===== src/rtl/io_dec_pkg.sv =====
package io_dec_pkg;
  localparam int DATA_W   = 8;
  localparam int ID_W     = 8;
  localparam int K_ID_W   = 4;
  localparam int N_K_REGS = 1 << K_ID_W;
endpackage


===== src/rtl/io_reg_bank.sv =====
module io_reg_bank #(
  parameter int DW    = 8,
  parameter int N_REG = 8,
  parameter int SEL_W = 8
) (
  input  logic                clk_i,
  input  logic                rst_ni,
  input  logic                we_i,
  input  logic [SEL_W-1:0]    sel_i,
  input  logic [DW-1:0]       data_i,
  output logic [N_REG*DW-1:0] regs_o
);
  for (genvar i = 0; i < N_REG; i++) begin : g_reg
    logic          hit;
    logic [DW-1:0] q;
    assign hit = we_i && (sel_i == SEL_W'(i));
    always_ff @(posedge clk_i or negedge rst_ni) begin
      if (!rst_ni)  q <= '0;
      else if (hit) q <= data_i;
    end
    assign regs_o[i*DW +: DW] = q;

    AST_WR_LANDS: assert property (@(posedge clk_i) disable iff (!rst_ni)
      (we_i && sel_i == SEL_W'(i)) |=> regs_o[i*DW +: DW] == $past(data_i));
    AST_NO_STRAY_WR: assert property (@(posedge clk_i) disable iff (!rst_ni)
      !(we_i && sel_i == SEL_W'(i)) |=> $stable(regs_o[i*DW +: DW]));
  end
endmodule


===== src/rtl/io_in_sel.sv =====
module io_in_sel #(
  parameter int DW    = 8,
  parameter int N_IN  = 8,
  parameter int SEL_W = 8
) (
  input  logic               clk_i,
  input  logic               rst_ni,
  input  logic               hold_i,
  input  logic [SEL_W-1:0]   sel_i,
  input  logic               rd_stb_i,
  input  logic [N_IN*DW-1:0] in_ports_i,
  output logic [DW-1:0]      in_data_o,
  output logic [N_IN-1:0]    rd_ack_o
);
  logic [DW-1:0]   mux_d;
  logic [N_IN-1:0] dec;

  for (genvar i = 0; i < N_IN; i++) begin : g_dec
    assign dec[i] = (sel_i == SEL_W'(i));
  end

  // one-hot dec, unmapped ids leave mux_d at zero
  always_comb begin
    mux_d = '0;
    for (int i = 0; i < N_IN; i++)
      if (dec[i]) mux_d = in_ports_i[i*DW +: DW];
  end

  always_ff @(posedge clk_i or negedge rst_ni) begin
    if (!rst_ni) begin
      in_data_o <= '0;
      rd_ack_o  <= '0;
    end else if (hold_i) begin
      rd_ack_o  <= '0;
    end else begin
      in_data_o <= mux_d;
      rd_ack_o  <= rd_stb_i ? dec : '0;
    end
  end

  AST_ACK_ONEHOT: assert property (@(posedge clk_i) disable iff (!rst_ni)
    $onehot0(rd_ack_o));
  AST_ACK_NEEDS_STB: assert property (@(posedge clk_i) disable iff (!rst_ni)
    !(rd_stb_i && !hold_i) |=> rd_ack_o == '0);
  AST_UNMAPPED_ZERO: assert property (@(posedge clk_i) disable iff (!rst_ni)
    (!hold_i && int'(sel_i) >= N_IN) |=> in_data_o == '0);
  AST_HOLD_DATA: assert property (@(posedge clk_i) disable iff (!rst_ni)
    hold_i |=> $stable(in_data_o));
endmodule


===== src/rtl/port_io_decoder.sv =====
module port_io_decoder
  import io_dec_pkg::*;
#(
  parameter int N_OUT = 8,
  parameter int N_IN  = 8
) (
  input  logic                       clk_i,
  input  logic                       rst_ni,
  input  logic                       sleep_i,
  input  logic [ID_W-1:0]            port_id_i,
  input  logic [DATA_W-1:0]          out_data_i,
  input  logic                       wr_stb_i,
  input  logic                       wr_const_stb_i,
  input  logic                       rd_stb_i,
  input  logic [N_IN*DATA_W-1:0]     in_ports_i,
  output logic [N_OUT*DATA_W-1:0]    out_regs_o,
  output logic [N_K_REGS*DATA_W-1:0] const_regs_o,
  output logic [DATA_W-1:0]          in_data_o,
  output logic [N_IN-1:0]            rd_ack_o
);
  logic wr_en, k_en;
  assign wr_en = wr_stb_i && !sleep_i;
  assign k_en  = wr_const_stb_i && !sleep_i;

  io_reg_bank #(.DW(DATA_W), .N_REG(N_OUT), .SEL_W(ID_W)) i_out_bank (
    .clk_i, .rst_ni, .we_i(wr_en), .sel_i(port_id_i),
    .data_i(out_data_i), .regs_o(out_regs_o));

  io_reg_bank #(.DW(DATA_W), .N_REG(N_K_REGS), .SEL_W(K_ID_W)) i_const_bank (
    .clk_i, .rst_ni, .we_i(k_en), .sel_i(port_id_i[K_ID_W-1:0]),
    .data_i(out_data_i), .regs_o(const_regs_o));

  io_in_sel #(.DW(DATA_W), .N_IN(N_IN), .SEL_W(ID_W)) i_in_sel (
    .clk_i, .rst_ni, .hold_i(sleep_i), .sel_i(port_id_i),
    .rd_stb_i, .in_ports_i, .in_data_o, .rd_ack_o);

  AST_SLEEP_FREEZE: assert property (@(posedge clk_i) disable iff (!rst_ni)
    sleep_i |=> $stable(out_regs_o) && $stable(const_regs_o) && rd_ack_o == '0);
  AST_CONST_NIBBLE: assert property (@(posedge clk_i) disable iff (!rst_ni)
    k_en |=> const_regs_o[$past(port_id_i[K_ID_W-1:0])*DATA_W +: DATA_W] == $past(out_data_i));
  AST_DUAL_WR: assert property (@(posedge clk_i) disable iff (!rst_ni)
    (wr_en && k_en && int'(port_id_i) < N_OUT) |=>
      out_regs_o[$past(port_id_i[2:0])*DATA_W +: DATA_W] == $past(out_data_i));
endmodule


===== config.mk =====
export PLATFORM = sky130hd
export DESIGN_NAME = port_io_decoder
export DESIGN_NICKNAME = d
export VERILOG_FILES = /design/src/rtl/io_dec_pkg.sv /design/src/rtl/io_reg_bank.sv /design/src/rtl/io_in_sel.sv /design/src/rtl/port_io_decoder.sv
export SDC_FILE = /design/constraint.sdc
export NUM_CORES = 1
export LEC_CHECK = 0
export ABC_CLOCK_PERIOD_IN_PS = 1100
export BUFFER_PORTS_ARGS = -buffer_cell sky130_fd_sc_hd__buf_2
export CAP_MARGIN = 40
export CORE_MARGIN = 2
export CORE_UTILIZATION = 30
export DETAILED_ROUTE_END_ITERATION = 7
export HOLD_SLACK_MARGIN = 0.05
export REMOVE_ABC_BUFFERS = 1
export SYNTH_ARGS = -nofsm -noshare
export SYNTH_HDL_FRONTEND = slang
export SYNTH_SLANG_ARGS = --single-unit

===== constraint.sdc =====
create_clock -name clk_i -period 1.1 [get_ports clk_i]
set_input_delay 0.22 -clock clk_i [delete_from_list [all_inputs] [get_ports clk_i]]
set_output_delay 0.22 -clock clk_i [all_outputs]
set_load 0.03 [all_outputs]

After elaboration in Yosys (flattened, before gate mapping)
Cells that the tools add are included.

cells by class
  reductions and logical operators = 29
  muxes and demuxes = 10
  equal/unequal tests = 22

operator list
  operator                                                         number
  8-bit 2-to-1 mux                                                 10
  4-bit == test, second input constant                             8
  8-bit by 3-bit == test with 1-bit output, second input constant  4
  1-bit logical AND                                                26
  4-bit by 3-bit == test with 1-bit output, second input constant  4
  8-bit by 2-bit == test with 1-bit output, second input constant  2
  4-bit by 2-bit == test with 1-bit output, second input constant  2
  8-bit by 1-bit == test with 1-bit output, second input constant  1
  8-bit logical NOT                                                1
  4-bit by 1-bit == test with 1-bit output, second input constant  1
  4-bit logical NOT                                                1
  1-bit logical NOT                                                1

storage, ports and cells
  logic and storage cells = 87
  input port bits = 86
  bits in registers = 208

Longest topological paths before layout
  depth after elaboration = 9
  mapped depth = 7
  depth with buffers taken out = 4

By module
A second synthesis with hierarchy kept.

second synthesis, totals
  cells, all modules = 576
  area total of the unflattened synthesis = 8610.8 um^2

modules (own cells, without submodules)
  module                       instances  cells an instance  sequential area each (um^2)  area each (um^2)
  io_reg_bank at i_const_bank  1          294                3203.1                       4859.7
  io_reg_bank at i_out_bank    1          145                1601.5                       2482.4
  io_in_sel                    1          135                400.4                        1256.2
  port_io_decoder              1          2                  0.0                          12.5

Least setup slack after synthesis
Ideal clock, no wire load.

  path kind = input -> register
  start = input port port_id_i[5]
  end = register i_out_bank.g_reg[3].q[0]
  required time = 0.975 ns
  setup time = 0.125 ns
  path slack = -0.789 ns
  arrival time = 1.764 ns
  path buffers = 1
  cell stages on the path = 5
  cell sequence = or4_1 > buf_2 > nor4_4 > nand3_2 > mux2_2

between the ends
  word-level cells in the longest chain between the ends = 2

ends and longest elaborated chain
  item                                      RTL line               text
  from (decl)                               port_io_decoder.sv:10  input logic [ID_W-1:0] port_id_i,
  8-bit by 2-bit == test with 1-bit output  io_reg_bank.sv:16      assign hit = we_i && (sel_i == SEL_W'(i));
  1-bit logical AND                         io_reg_bank.sv:16
  to (signal assigned)                      io_reg_bank.sv:19      else if (hit) q <= data_i;
  to (decl)                                 io_reg_bank.sv:15      logic [DW-1:0] q;

Every way passes these cells.
A chain may end at the register's enable or synchronous reset.

Worst setup path after layout
  start = input port port_id_i[5]
  end = register i_out_bank.g_reg[1].q[4]

between the ends
  word-level cells in the longest chain between the ends = 2

ends and longest elaborated chain
  item                                      RTL line
  8-bit by 1-bit == test with 1-bit output  io_reg_bank.sv:16
  1-bit logical AND                         io_reg_bank.sv:16
  to (signal assigned)                      io_reg_bank.sv:19
  to (decl)                                 io_reg_bank.sv:15

Every way passes these cells.

==> results.toml <==
[routing]
via_count = 6278
wl_per_cell_um = 20.1
vias_per_cell = 4.62
drtAntennaViolNets = 0
drc = 0
drt_iter0_drc = 156
wirelength_um = 27300
first_pass_iters = 4

[synthesis]
ys_seq_elements = 208
ys_top_cells_by_area = "dfrtp_1 61%, mux2_2 25%, mux2i_1 1.8%, mux4_2 1.6%, nand2_1 1.5%"
synth.largest_area_cell = "dfrtp_1"
yosysUniqueCellTypes = 31
avgSynthCellArea_um2 = 14.6
synth.cell_area_um2 = 8500
synth_sequential_area_ratio_pct = 61.2
yosys_warnings = 0
synth_flop_cell = "dfrtp_1"
syn_inst = 581
yosysTopAreaCellShare_pct = 61.2
synth-async-reset-ratio_pct = 100
synth-edff-count = 0

[min_path]
worstHoldPathType = "input pin to flop"

[finish]
final_net_count = 1049
fin_cells = 1359
multi_input_area_um2 = 3320
diodes = 0
fill_cells = 2445
drive_above_1_share_pct = 67.2
layout_commonest_cell = "buf_6"
seqCellArea_um2 = 5200
most-common-layout-cells = "217 x buf_6, 208 x dfrtp_1, 190 x mux2_2"
syn2layout_area_growth_pct = 58.9

[worst_setup_path]
arrival_ns = 1.83
crit_required_ns = 1.49
crit_slowest_cell = "or4_4"
worstPathMaxFanout = 8
critPathLaunchType = "input pin"
worstSetupPathType = "input pin to flop"
crit_buf_inv = 3
cp-end-kind = "flop"
crit_chain = "buf_6, or4_4, nor4_4, buf_6, buf_12, nand2_8, mux2_2"
crit_top_cell = "buf_6"
critPathMaxStageDelay_ns = 0.57
crit_family = "simple AND/OR/NAND/NOR gates"

[sta]
period_share_pct = 131
finClkSkew_ns = 0
final_max_slew_viol_count = 0
whs_ns = 0.131
finalHoldViolCount = 0
setup_viol_count_final = 288
setup_slack_ns = -0.336
rsz0062_at_grt = "yes"
tightestPinTransition_ns = 0.721
max_freq_ghz = 0.697
min_period_ns = 1.44
max_slew_margin_pct = 51.9

[pwr]
cellPowerDensity_nw_per_um2 = 1750
leakage_nw = 6.75
vdd_drop_max_mv = 1.31

[floorplanning]
rows = 61
ios = 294
dieArea_um2 = 29700
die_height_um = 172
die_w_um = 172
core_area_um2 = 27900
start_util_pct = 30.5

[clocking]
insertion_delay_ns = 0.50
numCtsBuffers = 24
cts-root-buf = "clkbuf_16"
cts.sink_count = 208
path_clk_slew_ns = 0.06
cts_tree = "built"
htreeDepth = 1
cts_buffer_depth = 3

[placement]
dp_cells = 1274
hpwl_um = 18200
preCtsSetupSlack_ns = -1.01
finalWeightedCongestion = 0.810
port_buffers = 293

[global_route]
overflow = 0
antenna_found_initial = 0
grt_max_degree = 39
grt_first_pass_wirelength_um = 39800
gr-usage-all-layers_pct = 17.8
grt_pass1_vias = 6661

[run]
maxCapViolations = 0

[run_status]
status = "finished with violations"
violations = "negative setup slack"
-- per-stage QoR --
step	setup TNS, ns	util, %	instance area, um^2	power (W)
finish	-54.12	48.5	13500	0.0236
global route	-65.07	48.5	13500	0.0246
CTS	-58.31	47.5	13200	0.0237
detailed placement	-148.35	39.1	10900	0.0144
global placement	-144.28	39.1	10900	0.0143
floorplan	-97.03	-	8370	0.0123
-- synthesized netlist by cell type, types with 4 or more instances --
| library cell | number |
|---|---|
| mux2i_1 | 15 |
| mux4_2 | 6 |
| clkbuf_1 | 25 |
| buf_2 | 7 |
| o31ai_1 | 8 |
| a21oi_1 | 9 |
| nand2_1 | 35 |
| dfrtp_1 | 208 |
| nor3_2 | 4 |
| nand2b_1 | 11 |
| nor2b_1 | 7 |
| nor2_1 | 17 |
| a22oi_1 | 8 |
| mux2_2 | 192 |
| nor3_1 | 5 |
-- layer usage --
layer	vias up	share of wire (%)	GRT usage [%]
li1	2824	-	-
met4	0	2.4	4.93
met3	38	7.2	4.62
met2	217	50	31.5
met1	3199	40	21.3
met5	-	0	0
-- sequential cells by signal (all words and copies together) (netlist names) --
signal	cells
i_in_sel.in_data_o	8
i_out_bank.g.q	64
i_const_bank.g.q	128
i_in_sel.rd_ack_o	8
-- power by group --
part | internal [W] | switching (W) | total [W]
logic | 0.00306 | 0.00345 | 0.00650
registers | 0.00865 | 0.000728 | 0.00938
clock network | 0.00454 | 0.00318 | 0.00772
-- cells by family (layout without fill, tap and decap cells) --
family	after synthesis	count (layout)	synth area share [%]
compound gates	30	30	2.38
simple gates	95	95	5.97
mux	213	213	28.8
buf+inv	35	435	1.65
flops	208	208	61.2
-- area by class of cell --
| cell class | count | share of cell area (%) |
|---|---|---|
| Clock buffer | 32 | 5.27 |
| Tap cell | 378 | 3.50 |
| Inverter | 1 | 0.0278 |
| Multi-Input combinational cell | 338 | 24.6 |
| Clock inverter | 12 | 0.500 |
| Sequential cell | 208 | 38.5 |
| Timing Repair Buffer | 390 | 27.6 |
-- tightest hold or removal path: stages --
cell     delay, ns
buf_2         0.10
nor2_1        0.09
a21o_1        0.12
o31ai_1       0.07
-- final timing paths --
check | start | to | slack, ns | cells after the start
max | port_id_i[5] | i_out_bank.g_reg[1].q[4]$_DFFE_PN0P_ | -0.34 | 7
min in group asynchronous | rst_ni | i_const_bank.g_reg[4].q[3]$_DFFE_PN0P_ | 0.20 | 2
min | in_ports_i[25] | i_in_sel.in_data_o[1]$_DFFE_PN0N_ | 0.13 | 4
max in group asynchronous | rst_ni | i_out_bank.g_reg[2].q[3]$_DFFE_PN0P_ | 0.32 | 3
max reg2reg | i_in_sel.in_data_o[1]$_DFFE_PN0N_ | i_in_sel.in_data_o[1]$_DFFE_PN0N_ | 0.08 | 4
min reg2reg | i_in_sel.in_data_o[7]$_DFFE_PN0N_ | i_in_sel.in_data_o[7]$_DFFE_PN0N_ | 0.52 | 2
-- repair_timing --
item                                    4_1_cts  5_1_grt
pin swaps                                     6       10
hold endpoints to repair                    217        0
setup buffers                                14       23
gates cloned                                  1        0
hold buffers                                  4        0
gates resized for setup                     447       23
endpoints found under the setup margin      392      356
(Power assumes the default switching activity.)
